--- src/rtl/slot_alloc_pkg.sv ---
package slot_alloc_pkg;
  function automatic int round_up(input int value, input int align);
    return ((value + align - 1) / align) * align;
  endfunction

  function automatic int max1(input int v);
    return (v < 1) ? 1 : v;
  endfunction
endpackage

--- src/rtl/slot_first_free.sv ---
module slot_first_free #(
  parameter int W  = 8,
  parameter int IW = 3
) (
  input  logic [W-1:0]  busy,
  output logic          found,
  output logic [IW-1:0] idx
);
  always_comb begin
    found = 1'b0;
    idx   = '0;
    for (int i = W - 1; i >= 0; i--) begin
      if (!busy[i]) begin
        found = 1'b1;
        idx   = IW'(i);
      end
    end
  end
endmodule

--- src/rtl/slot_bitmap.sv ---
module slot_bitmap #(
  parameter int N  = 16,
  parameter int IW = 4,
  parameter int CW = 5
) (
  input  logic          clk,
  input  logic          rst_n,
  input  logic          set_en,
  input  logic [IW-1:0] set_idx,
  input  logic          clr_en,
  input  logic [IW-1:0] clr_idx,
  output logic [N-1:0]  bits,
  output logic [CW-1:0] used
);
  logic [N-1:0]  bits_q, bits_d;
  logic [CW-1:0] used_q, used_d;
  logic          upd_en;

  assign upd_en = set_en | clr_en;

  always_comb begin
    bits_d = bits_q;
    if (clr_en) bits_d[clr_idx] = 1'b0;
    if (set_en) bits_d[set_idx] = 1'b1;
    used_d = used_q - CW'(clr_en) + CW'(set_en);
  end

  always_ff @(posedge clk or negedge rst_n) begin
    if (!rst_n) begin
      bits_q <= '0;
      used_q <= '0;
    end else if (upd_en) begin
      bits_q <= bits_d;
      used_q <= used_d;
    end
  end

  assign bits = bits_q;
  assign used = used_q;

  // the counter always matches the population of the bitmap
  a_r5_used_matches: assert property (@(posedge clk) disable iff (!rst_n)
    int'(used_q) == $countones(bits_q));

  // a slot being set was free, or is the one freed in the same cycle
  a_r3_set_free_slot: assert property (@(posedge clk) disable iff (!rst_n)
    set_en |-> (!bits_q[set_idx] || (clr_en && clr_idx == set_idx)));

  // a failed free leaves the map untouched
  a_r9_clear_only_used: assert property (@(posedge clk) disable iff (!rst_n)
    clr_en |-> bits_q[clr_idx]);
endmodule

--- src/rtl/slot_alloc_top.sv ---
module slot_alloc_top
  import slot_alloc_pkg::*;
#(
  parameter int          POOL_BYTES  = 512,
  parameter int          DESC_BYTES  = 28,
  parameter int          ALIGN_BYTES = 16,
  parameter int          ADDR_W      = 32,
  parameter logic [31:0] BASE_ADDR   = 32'h0000_8000,
  localparam int SLOT_BYTES = round_up(DESC_BYTES, ALIGN_BYTES),
  localparam int N          = POOL_BYTES / SLOT_BYTES,
  localparam int IDX_W      = max1($clog2(N)),
  localparam int CNT_W      = $clog2(N + 1)
) (
  input  logic              clk,
  input  logic              rst_n,
  input  logic              alloc_valid,
  input  logic              alloc_is_tx,
  input  logic              free_valid,
  input  logic [IDX_W-1:0]  free_idx,
  output logic              rsp_valid,
  output logic              rsp_ok,
  output logic [IDX_W-1:0]  rsp_idx,
  output logic [ADDR_W-1:0] rsp_addr,
  output logic              free_err,
  output logic              tx_avail,
  output logic [CNT_W-1:0]  used_count
);
  localparam int HALF = N / 2;
  localparam int HW   = max1($clog2(HALF));
  localparam int PW   = 1 << IDX_W;

  logic [N-1:0]     bits;
  logic [PW-1:0]    bits_pad;
  logic [N-1:0]     clr_mask, masked;
  logic             free_hit, free_miss;
  logic [1:0]       half_found;
  logic [HW-1:0]    half_idx [2];
  logic             sel_found, alloc_ok;
  logic [IDX_W-1:0] alloc_idx;
  logic [ADDR_W-1:0] alloc_addr;

  // response registers
  logic              rsp_valid_q, rsp_ok_q, free_err_q;
  logic [IDX_W-1:0]  rsp_idx_q;
  logic [ADDR_W-1:0] rsp_addr_q;

  assign bits_pad  = PW'(bits);
  assign free_hit  = free_valid &&  bits_pad[free_idx];
  assign free_miss = free_valid && !bits_pad[free_idx];

  // the free is applied before the search
  assign clr_mask = free_hit ? (N'(1) << free_idx) : '0;
  assign masked   = bits & ~clr_mask;

  for (genvar h = 0; h < 2; h++) begin : g_half
    slot_first_free #(.W(HALF), .IW(HW)) u_ff (
      .busy  (masked[h*HALF +: HALF]),
      .found (half_found[h]),
      .idx   (half_idx[h])
    );
  end

  always_comb begin
    sel_found  = alloc_is_tx ? half_found[1] : half_found[0];
    alloc_ok   = alloc_valid && sel_found;
    alloc_idx  = alloc_is_tx ? (IDX_W'(half_idx[1]) + IDX_W'(HALF))
                             : IDX_W'(half_idx[0]);
    alloc_addr = ADDR_W'(BASE_ADDR) + ADDR_W'(alloc_idx) * ADDR_W'(SLOT_BYTES);
  end

  slot_bitmap #(.N(N), .IW(IDX_W), .CW(CNT_W)) u_map (
    .clk     (clk),
    .rst_n   (rst_n),
    .set_en  (alloc_ok),
    .set_idx (alloc_idx),
    .clr_en  (free_hit),
    .clr_idx (free_idx),
    .bits    (bits),
    .used    (used_count)
  );

  always_ff @(posedge clk or negedge rst_n) begin
    if (!rst_n) begin
      rsp_valid_q <= 1'b0;
      rsp_ok_q    <= 1'b0;
      free_err_q  <= 1'b0;
    end else begin
      rsp_valid_q <= alloc_valid;
      rsp_ok_q    <= alloc_ok;
      free_err_q  <= free_miss;
    end
  end

  always_ff @(posedge clk or negedge rst_n) begin
    if (!rst_n) begin
      rsp_idx_q  <= '0;
      rsp_addr_q <= '0;
    end else if (alloc_ok) begin
      rsp_idx_q  <= alloc_idx;
      rsp_addr_q <= alloc_addr;
    end
  end

  assign rsp_valid = rsp_valid_q;
  assign rsp_ok    = rsp_ok_q;
  assign rsp_idx   = rsp_idx_q;
  assign rsp_addr  = rsp_addr_q;
  assign free_err  = free_err_q;
  assign tx_avail  = ~&bits[N-1:HALF];

  // response timing
  a_r10_rsp_follows: assert property (@(posedge clk) disable iff (!rst_n)
    alloc_valid |=> rsp_valid);
  a_r10_no_spurious: assert property (@(posedge clk) disable iff (!rst_n)
    !alloc_valid |=> !rsp_valid);

  // each direction stays inside its half
  a_r2_tx_upper: assert property (@(posedge clk) disable iff (!rst_n)
    (alloc_valid && alloc_is_tx) |=> (!rsp_ok || int'(rsp_idx) >= HALF));
  a_r2_rx_lower: assert property (@(posedge clk) disable iff (!rst_n)
    (alloc_valid && !alloc_is_tx) |=> (!rsp_ok || int'(rsp_idx) < HALF));

  // a free of an unused slot pulses the error
  a_r9_err_pulse: assert property (@(posedge clk) disable iff (!rst_n)
    (free_valid && !bits_pad[free_idx]) |=> free_err);

  // a failed allocation with no free changes no count
  a_r4_fail_stable: assert property (@(posedge clk) disable iff (!rst_n)
    (alloc_valid && !sel_found && !free_valid) |=> $stable(used_count));
endmodule

--- config.mk ---
export PLATFORM = sky130hd
export DESIGN_NAME = slot_alloc_top
export DESIGN_NICKNAME = d
export VERILOG_FILES = /design/src/rtl/slot_alloc_pkg.sv /design/src/rtl/slot_first_free.sv /design/src/rtl/slot_bitmap.sv /design/src/rtl/slot_alloc_top.sv
export SDC_FILE = /design/constraint.sdc
export NUM_CORES = 1
export LEC_CHECK = 0
export BUFFER_PORTS_ARGS = -buffer_cell sky130_fd_sc_hd__buf_2
export CAP_MARGIN = 20
export CORE_MARGIN = 1
export CORE_UTILIZATION = 50
export CTS_BUF_LIST = sky130_fd_sc_hd__clkbuf_16
export DETAILED_ROUTE_END_ITERATION = 12
export PLACE_DENSITY_LB_ADDON = 0.08
export RECOVER_POWER = 50
export REMOVE_ABC_BUFFERS = 1
export SLEW_MARGIN = 15
export SYNTH_ARGS = -nofsm -noshare
export SYNTH_HDL_FRONTEND = slang
export SYNTH_SLANG_ARGS = --single-unit
--- constraint.sdc ---
create_clock -name clk -period 4.4 [get_ports clk]
set_clock_uncertainty 0.2 [all_clocks]
set_input_delay 0.44 -clock clk [delete_from_list [all_inputs] [get_ports clk]]
set_output_delay 0.44 -clock clk [all_outputs]
set_load 0.005 [all_outputs]
==> results.txt, run 1 <==
Pwr dens -> 694.9 mW/mm^2
Worst Reg-to-Reg Cells -> 13
CP top delay family -> compound AO/OA/AOI/OAI gates
Avg WL per Cell -> 16.47 microns
Final min period -> 3.252 ns
CTS tree -> yes
Crit path buf inv count -> 3
Switching part of the total -> 38.34%
Sequential area share after synthesis -> 33.55%
Area grow syn2layout -> 8.618%
Max-Cap Viols -> 1
# setup viols final -> 0
Main synth FF type -> dfrtp_1
CTS Buffer Depth -> 2
Top-area cell type share of the netlist area -> 33.55%
Residual DRC count -> 0
Slew headroom -> -2.484%
Status -> finished, violations left
Final GP Congestion -> 0.9622
R2r setup slk -> 1.20 ns
CP required -> 4.36 ns
Worst-margin pin slew -> 1.537 ns
Vias per cell -> 5.922
Upper clock frequency limit -> 307.5 MHz
Post-CTS Setup Bufs -> 0
Startpoint types -> input pin
Cell taking the most area after synthesis -> dfrtp_1
Unrepaired setup endpoints after global routing -> false
First-pass GRT wire length -> 8024 microns
PnR worst setup slack -> 1.148 ns
Chip height -> 67.78 microns
Reg-to-Reg Start -> u_map.bits[10]
Clock share of power -> 26.9%
Initial antenna violation count -> 0
Comb power frac -> 42.5%
Clock sinks -> 29
Die Area -> 0.004593 sq mm
CP arrival -> 3.21 ns
Initial DRC Count -> 227
Synth cell types -> 53
Post-place instance area -> 0.002170 sq mm
Crit-path slowest cell -> mux4_2
Antenna fix cells -> 0
H-tree levels -> 2
Row cnt -> 23
Crit share post-route -> 73.91%
CTS buffer count -> 5
Vias in the first global route -> 1547
P_leak -> 1.029 nW
Internal power -> 0.001007 W
Final #Nets -> 271
GR Util All Layers -> 24.29%
Core Footprint -> 0.004086 sq mm
Hold Startpoint -> u_map.used[4]
Vias -> 1818
I/O pins -> 54
Final Hold Fails -> 0
P_sw -> 0.0006260 W
Worst slack, placed -> 0.8673 ns
Max VDD drop -> 385.3 uV
Hold Path End -> u_map.used[4]
Hold buffer count at cts -> 0
Critical Path Max Stage Delay -> 0.61 ns
Drt pass-1 iters -> 5
Clock latency on the worst-skew pair -> 0.27 ns
Max-slew violations -> 30
Hold path cells -> 1
TNS Setup -> 0 ns
Fin area -> 0.002350 sq mm
Asr flop ratio synth -> 100.0%
Die X -> 67.78 microns
Area contributors post-synth -> dfrtp_1 (34%), buf_4 (12%), o21ai_0 (4.6%), o31ai_1 (4.5%), nand2_1 (3.6%)
Critical path peak fanout -> 15
R2r endpoint -> u_map.used[4]
Effective utilization at floorplan -> 52.94%
Synth Register Bits -> 29
Crit. End Element -> flip-flop
CTS resizes -> 0
CP Class -> in -> reg
Finished Core Util -> 57.50%
Fraction of layout cells with a size suffix above 1 -> 18.29%
Number of flops mapped to enable cells by yosys -> 0
Synth Cell Area -> 0.002163 sq mm
Post-route ant nets -> 0
Synth warn -> 0
Total congestion overflow -> 0
Clock root buffer -> clkbuf_16
Clk pin slew, worst setup/hold paths -> 0.05 ns
Largest net degree at the start of global routing -> 30
Routed Wire Length -> 5055 microns
Seq pwr share -> 30.5%
Placed wire-length estimate -> 3472 microns
Mapped Avg Cell Area -> 9.206 sq um
Failing checks -> max-capacitance violations, max-slew violations
Input/output buffers -> 26
Mapped Cells -> 235
Worst Hold Class -> reg -> reg
Crit-path cells -> buf_2, mux4_2, a211oi_2, nand2_1, and3_1, ha_1, inv_1, fa_1, inv_1, a21o_1, a21oi_1, xnor2_1, nand2_1, xnor2_1
[state kept, by name, indices dropped and copies added (netlist names)]
name and cells:
rsp_idx 3, free_err 1, rsp_valid 1, u_map.used 5, rsp_ok 1, u_map.bits 16, rsp_addr 2
[cell families after synthesis]
kind of cell             share of synthesized area, %
adder cells (fa/ha/maj)                         3.817
buffers and inverters                           15.73
AND/OR/NAND/NOR                                 15.62
flip-flops                                      33.55
XOR/XNOR                                        1.619
other                                          0.1733
AO/OA/AOI/OAI                                   24.41
multiplexers                                    5.089
[worst register-to-register path, cell delays in order, from the launching register on]
cell and delay, ns:
dfrtp_1 0.45, mux4_2 0.55, a211oi_2 0.31, nand2_1 0.11, and3_1 0.27, ha_1 0.24, inv_1 0.07, fa_1 0.19
inv_1 0.05, a21o_1 0.16, a21oi_1 0.17, xnor2_1 0.13, nand2_1 0.08, xnor2_1 0.12
[area by class of cell]
class	count	area, sq um
fillers	385	1737
clock inverters	3	65.06
inverters	13	48.80
repair buffers	27	127.6
well taps	50	62.56
multi-input cells	180	1195
flip-flops and latches	29	725.7
clock buffers	5	125.1
[power by group through the flow]
stage                     clock [W]  combinational [W]  sequential, W
after detailed placement          0           0.000684       0.000494
after global routing       0.000460           0.000772       0.000511
after global placement            0           0.000682       0.000499
after CTS                  0.000445           0.000694       0.000491
after floorplan                   0           0.000487       0.000468
final                      0.000440           0.000694       0.000499
[how the worst max path moves through the flow]
stage / start / endpoint / slack (ns) / depth (start not counted)
global route: free_idx[0] / u_map.used[4] / 0.92 / 14
CTS: free_idx[0] / u_map.used[4] / 1.14 / 14
detailed placement: free_idx[0] / u_map.used[4] / 0.87 / 14
finish: free_idx[0] / u_map.used[4] / 1.15 / 14
floorplan: free_idx[0] / u_map.used[4] / 1.39 / 13
global placement: free_idx[0] / u_map.used[4] / 0.93 / 14
[metrics by stage]
stage               std cells   power, W  hold WS (ns)
finish                    307   0.001633        0.2677
global route              307   0.001743        0.2860
CTS                       307   0.001630       0.02125
detailed placement        299   0.001178        0.2558
global placement          299   0.001181        0.2563
floorplan                 222  0.0009547      -0.05559
[synth_stat cells (all sizes together), types with 3 or more instances]
| library cell | n |
|---|---|
| a21oi | 9 |
| a31o | 3 |
| a31oi | 4 |
| and3 | 3 |
| buf | 38 |
| dfrtp | 29 |
| ha | 5 |
| inv | 13 |
| mux2 | 4 |
| nand2 | 21 |
| nand2b | 4 |
| nand3 | 8 |
| nand3b | 3 |
| nand4 | 3 |
| nor2 | 10 |
| o21ai | 21 |
| o31ai | 13 |
| xnor2 | 4 |
[placed cells by master, fill, tap and decap left out, types with 5 or more instances in the layout]
cell       synthesis  routed
a21oi_1            9       9
buf_2              2      18
clkbuf_1           1       8
clkbuf_16          0       5
conb_1             1      27
dfrtp_1           29      29
ha_1               5       5
inv_1             13      13
nand2_1           21      21
nand3_1            8       8
nor2_1            10      10
o21ai_0           20      20
o31ai_1           13      13
[per-layer routing]
metal  GRT usage (%)  vias to the layer above  share of wire [%]
li1                -                      843                  -
met1           35.61                      855                 44
met2           33.66                      104                 44
met3           6.419                       16                9.5
met4           9.115                        0                2.6
met5               0                        -                  0
No activity file was read; power rests on OpenSTA's default activity.
==> inputs of run 2 (changes only) <==
--- a/config.mk
+++ b/config.mk
@@ -5,6 +5,7 @@
 export SDC_FILE = /design/constraint.sdc
 export NUM_CORES = 1
 export LEC_CHECK = 0
+export ABC_AREA = 1
 export BUFFER_PORTS_ARGS = -buffer_cell sky130_fd_sc_hd__buf_2
 export CAP_MARGIN = 20
 export CORE_MARGIN = 1
==> constraint.sdc (replaced) <==
create_clock -name clk -period 3 [get_ports clk]
set_clock_uncertainty 0.2 [all_clocks]
set_input_delay 0.3 -clock clk [delete_from_list [all_inputs] [get_ports clk]]
set_output_delay 0.3 -clock clk [all_outputs]
set_load 0.005 [all_outputs]
==> run 2 against run 1 <==
The run still ends with max-capacitance violations, max-slew violations left; combinational power increased to 2.6 times the previous value; count of clock-buffer cells in the layout unchanged; design area increased by 38%; flip-flop and latch count unchanged; cell count increased by 62%; setup slack got worse by 1.1 ns; sequential share of layout area decreased by 8.5 points; global-route usage increased by 2.4 points; power increased by 81%; first-iteration DRC count decreased by 19%; largest power group unchanged; via count increased by 31%; clock power increased by 7.7%.
==> results.txt, run 2 <==
First-pass GRT wire length -> 10530 microns (+31%)
Slew headroom -> -12.35% (-9.9 points)
Input/output buffers -> 26 (unchanged)
Area contributors post-synth -> dfrtp_1 (30%), nand2_1 (16%), buf_4 (9.9%), inv_1 (8.0%), nand2_2 (4.1%)
Synth warn -> 0 (unchanged)
Residual DRC count -> 0 (unchanged)
Crit. End Element -> flip-flop
Die X -> 71.75 microns (+5.9%)
Fraction of layout cells with a size suffix above 1 -> 36.65% (+18 points)
CP arrival -> 2.89 ns (-0.32 ns)
Upper clock frequency limit -> 342.6 MHz
Main synth FF type -> dfrtp_1
Avg WL per Cell -> 12.73 microns (-23%)
Commonest non-fill, non-tap cell in the layout -> nand2_1
Synth Cell Area -> 0.002432 sq mm (+12%)
Initial antenna violation count -> 0 (unchanged)
Vias in the first global route -> 2121 (+37%)
Number of flops mapped to enable cells by yosys -> 0 (unchanged)
Internal power -> 0.001673 W (+66%)
Mapped Avg Cell Area -> 7.010 sq um (-24%)
Drt pass-1 iters -> 4 (-1)
Vias -> 2388 (+31%)
Worst Reg-to-Reg Cells -> 19 (+6)
Sequential area share after synthesis -> 29.84% (-3.7 points)
Hold path cells -> 1 (unchanged)
Post-place instance area -> 0.002835 sq mm (+31%)
Most used routing layer -> met2
Clock sinks -> 29 (unchanged)
Most frequent cell after synthesis -> nand2_1
Reg-to-Reg Start -> u_map.bits[7]
CTS Buffer Depth -> 2 (unchanged)
Fillers -> 384 (-0.26%)
Synth Register Bits -> 29 (unchanged)
Fin area -> 0.003246 sq mm (+38%)
# setup viols final -> 0 (unchanged)
Clock latency on the worst-skew pair -> 0.28 ns (about the same)
Crit share post-route -> 97.31%
Pwr dens -> 910.7 mW/mm^2 (+31%)
Reg area -> 725.7 sq um (unchanged)
Failing checks -> max-capacitance violations, max-slew violations
Switching part of the total -> 43.38% (+5.0 points)
Vias per cell -> 4.815 (-19%)
Final GP Congestion -> 0.9462 (-1.7%)
Die Area -> 0.005147 sq mm (+12%)
Antenna fix cells -> 0 (unchanged)
Post-synth top cells -> nand2_1 (106), inv_1 (52), buf_4 (32)
Clock root buffer -> clkbuf_16
Max VDD drop -> 464.7 uV (+21%)
Final #Nets -> 457 (+69%)
Startpoint types -> flip-flop
Number of flip-flops in the largest register -> 16 (unchanged)
Placed wire-length estimate -> 4378 microns (+26%)
Final min period -> 2.919 ns
Critical path peak fanout -> 5 (-10)
Met3 track demand over resource -> 4.501% (-1.9 points)
P_leak -> 1.825 nW (+77%)
CTS tree -> yes
Worst Hold Class -> in -> reg
Global Route met1 Usage -> 38.18% (+2.6 points)
Multi-input gate area -> 0.001446 sq mm (+21%)
Largest net degree at the start of global routing -> 30 (unchanged)
Unrepaired setup endpoints after global routing -> true
Routed Wire Length -> 6316 microns (+25%)
Core Footprint -> 0.004692 sq mm (+15%)
Hold Path End -> rsp_valid
Initial DRC Count -> 183 (-19%)
I/O pins -> 54 (unchanged)
Max-slew violations -> 30 (unchanged)
Comb power frac -> 61.1% (+19 points)
Seq pwr share -> 22.9% (-7.6 points)
GR Util All Layers -> 26.72% (+2.4 points)
CTS buffer count -> 5 (unchanged)
Final Hold Fails -> 0 (unchanged)
P_sw -> 0.001282 W (+100%)
Area grow syn2layout -> 33.44%
H-tree levels -> 2 (unchanged)
Worst-margin pin slew -> 1.685 ns (+0.1480 ns)
Hold Startpoint -> alloc_valid
Met2 usage -> 41.82% (+8.2 points)
Max-Cap Viols -> 1 (unchanged)
Most frequent cells in the layout -> nand2_1 (100), buf_4 (65), inv_1 (48)
Chip height -> 71.75 microns (+5.9%)
R2r setup slk -> 0.08 ns (-1.12 ns)
Mapped Cells -> 347 (+48%)
Row cnt -> 25 (+8.7%)
Effective utilization at floorplan -> 51.84% (-1.1 points)
Top-area cell type share of the netlist area -> 29.84% (-3.7 points)
CP Class -> reg -> reg
Finished Core Util -> 69.17% (+12 points)
Clock share of power -> 16.0% (-11 points)
Post-route ant nets -> 0 (unchanged)
Cell taking the most area after synthesis -> dfrtp_1
CP required -> 2.97 ns (-1.39 ns)
Asr flop ratio synth -> 100.0% (unchanged)
Status -> finished, violations left
R2r endpoint -> u_map.used[4]
Synth cell types -> 32 (-40%)
Total congestion overflow -> 0 (unchanged)
Clk pin slew, worst setup/hold paths -> 0.05 ns (about the same)
## run 2: cell types whose count changed after synthesis, sizes merged, moves of 4 or more
cell / before / now
nand4: 3 / 10
o21ai: 21 / 12
nand2: 21 / 128
nor3: 1 / 6
nand2b: 4 / 0
buf: 38 / 33
nor2: 10 / 26
o31ai: 13 / 0
nand3: 8 / 22
mux2: 4 / 0
inv: 13 / 55
## run 2: power by group through the flow
| stage | clock network (W) | registers, W | logic, W |
|---|---|---|---|
| after floorplan | 0 | 0.000661 | 0.000927 |
| after global placement | 0 | 0.000676 | 0.00150 |
| after detailed placement | 0 | 0.000675 | 0.00152 |
| after CTS | 0.000474 | 0.000674 | 0.00161 |
| after global routing | 0.000495 | 0.000690 | 0.00201 |
| final | 0.000474 | 0.000675 | 0.00181 |
## run 2: cell type report
type                       instances  share of cell area [%]
multi-input combinational        256                   44.56
inverter                          55                   6.592
clock buffer                       5                   3.855
clock inverter                     2                  0.2313
tap                               54                   2.082
sequential                        29                   22.36
timing repair buffer              95                   20.32
## run 2: how the worst max path moves through the flow
stage / cells after the start / end / start
global route: 23 / u_map.used[4] / u_map.bits[9]
detailed placement: 24 / u_map.used[4] / free_idx[0]
global placement: 24 / u_map.used[4] / free_idx[0]
finish: 19 / u_map.used[4] / u_map.bits[7]
floorplan: 22 / u_map.used[4] / u_map.bits[0]
CTS: 23 / u_map.used[4] / u_map.bits[0]
## run 2: routing by layer
layer / part of all wire, % / vias up / wire [microns]
met4: 1.6 / 0 / 104
met1: 49 / 1103 / 3071
met5: 0 / - / 0
met2: 46 / 64 / 2921
met3: 3.5 / 12 / 218
li1: - / 1209 / -
## run 2: critical path: stages (launching register included)
cell     delay [ns]
dfrtp_1        0.40
nand2_1        0.08
nand2_1        0.05
nand2_1        0.05
nand2_1        0.07
nand2_2        0.07
nand2_4        0.07
o21ai_4        0.27
buf_6          0.17
inv_1          0.05
ha_1           0.28
inv_2          0.07
ha_4           0.13
inv_2          0.03
fa_2           0.34
o21ai_2        0.13
a21oi_2        0.07
xor2_1         0.15
nand2_1        0.07
nand2_1        0.05
## run 2: cell families (layout without fill, tap and decap cells)
logic type / after synthesis / in the layout / synth area share [%]
AOI/OAI and AO/OA: 22 / 23 / 5.967
xor gates and xnor gates: 4 / 4 / 1.441
adders and majority gates: 6 / 6 / 3.395
buffers and inverters: 90 / 157 / 20.32
DFF: 29 / 29 / 29.84
other: 1 / 27 / 0.1542
and+or+nand+nor: 195 / 196 / 38.89
## run 2: timing repair
action,in CTS,in global routing
endpoints found under the hold margin,29,0
setup buffers,5,11
pin swaps,13,22
setup endpoints to repair,3,4
gates resized for setup,21,24
hold buffers,1,0
cloned,2,0
## run 2: metrics by stage
step / setup TNS (ns) / hold WS [ns] / std cells / setup WS [ns] / total power [W]
after CTS: -0.04675 / 0.03697 / 485 / -0.04675 / 0.002760
after global routing: -0.1708 / 0.04494 / 496 / -0.1024 / 0.003198
after floorplan: -0.01632 / -0.1956 / 338 / -0.01632 / 0.001588
after global placement: -0.8935 / 0.1854 / 470 / -0.2952 / 0.002177
final: 0 / 0.03369 / 496 / 0.08079 / 0.002956
after detailed placement: -0.9600 / 0.1945 / 470 / -0.3252 / 0.002192
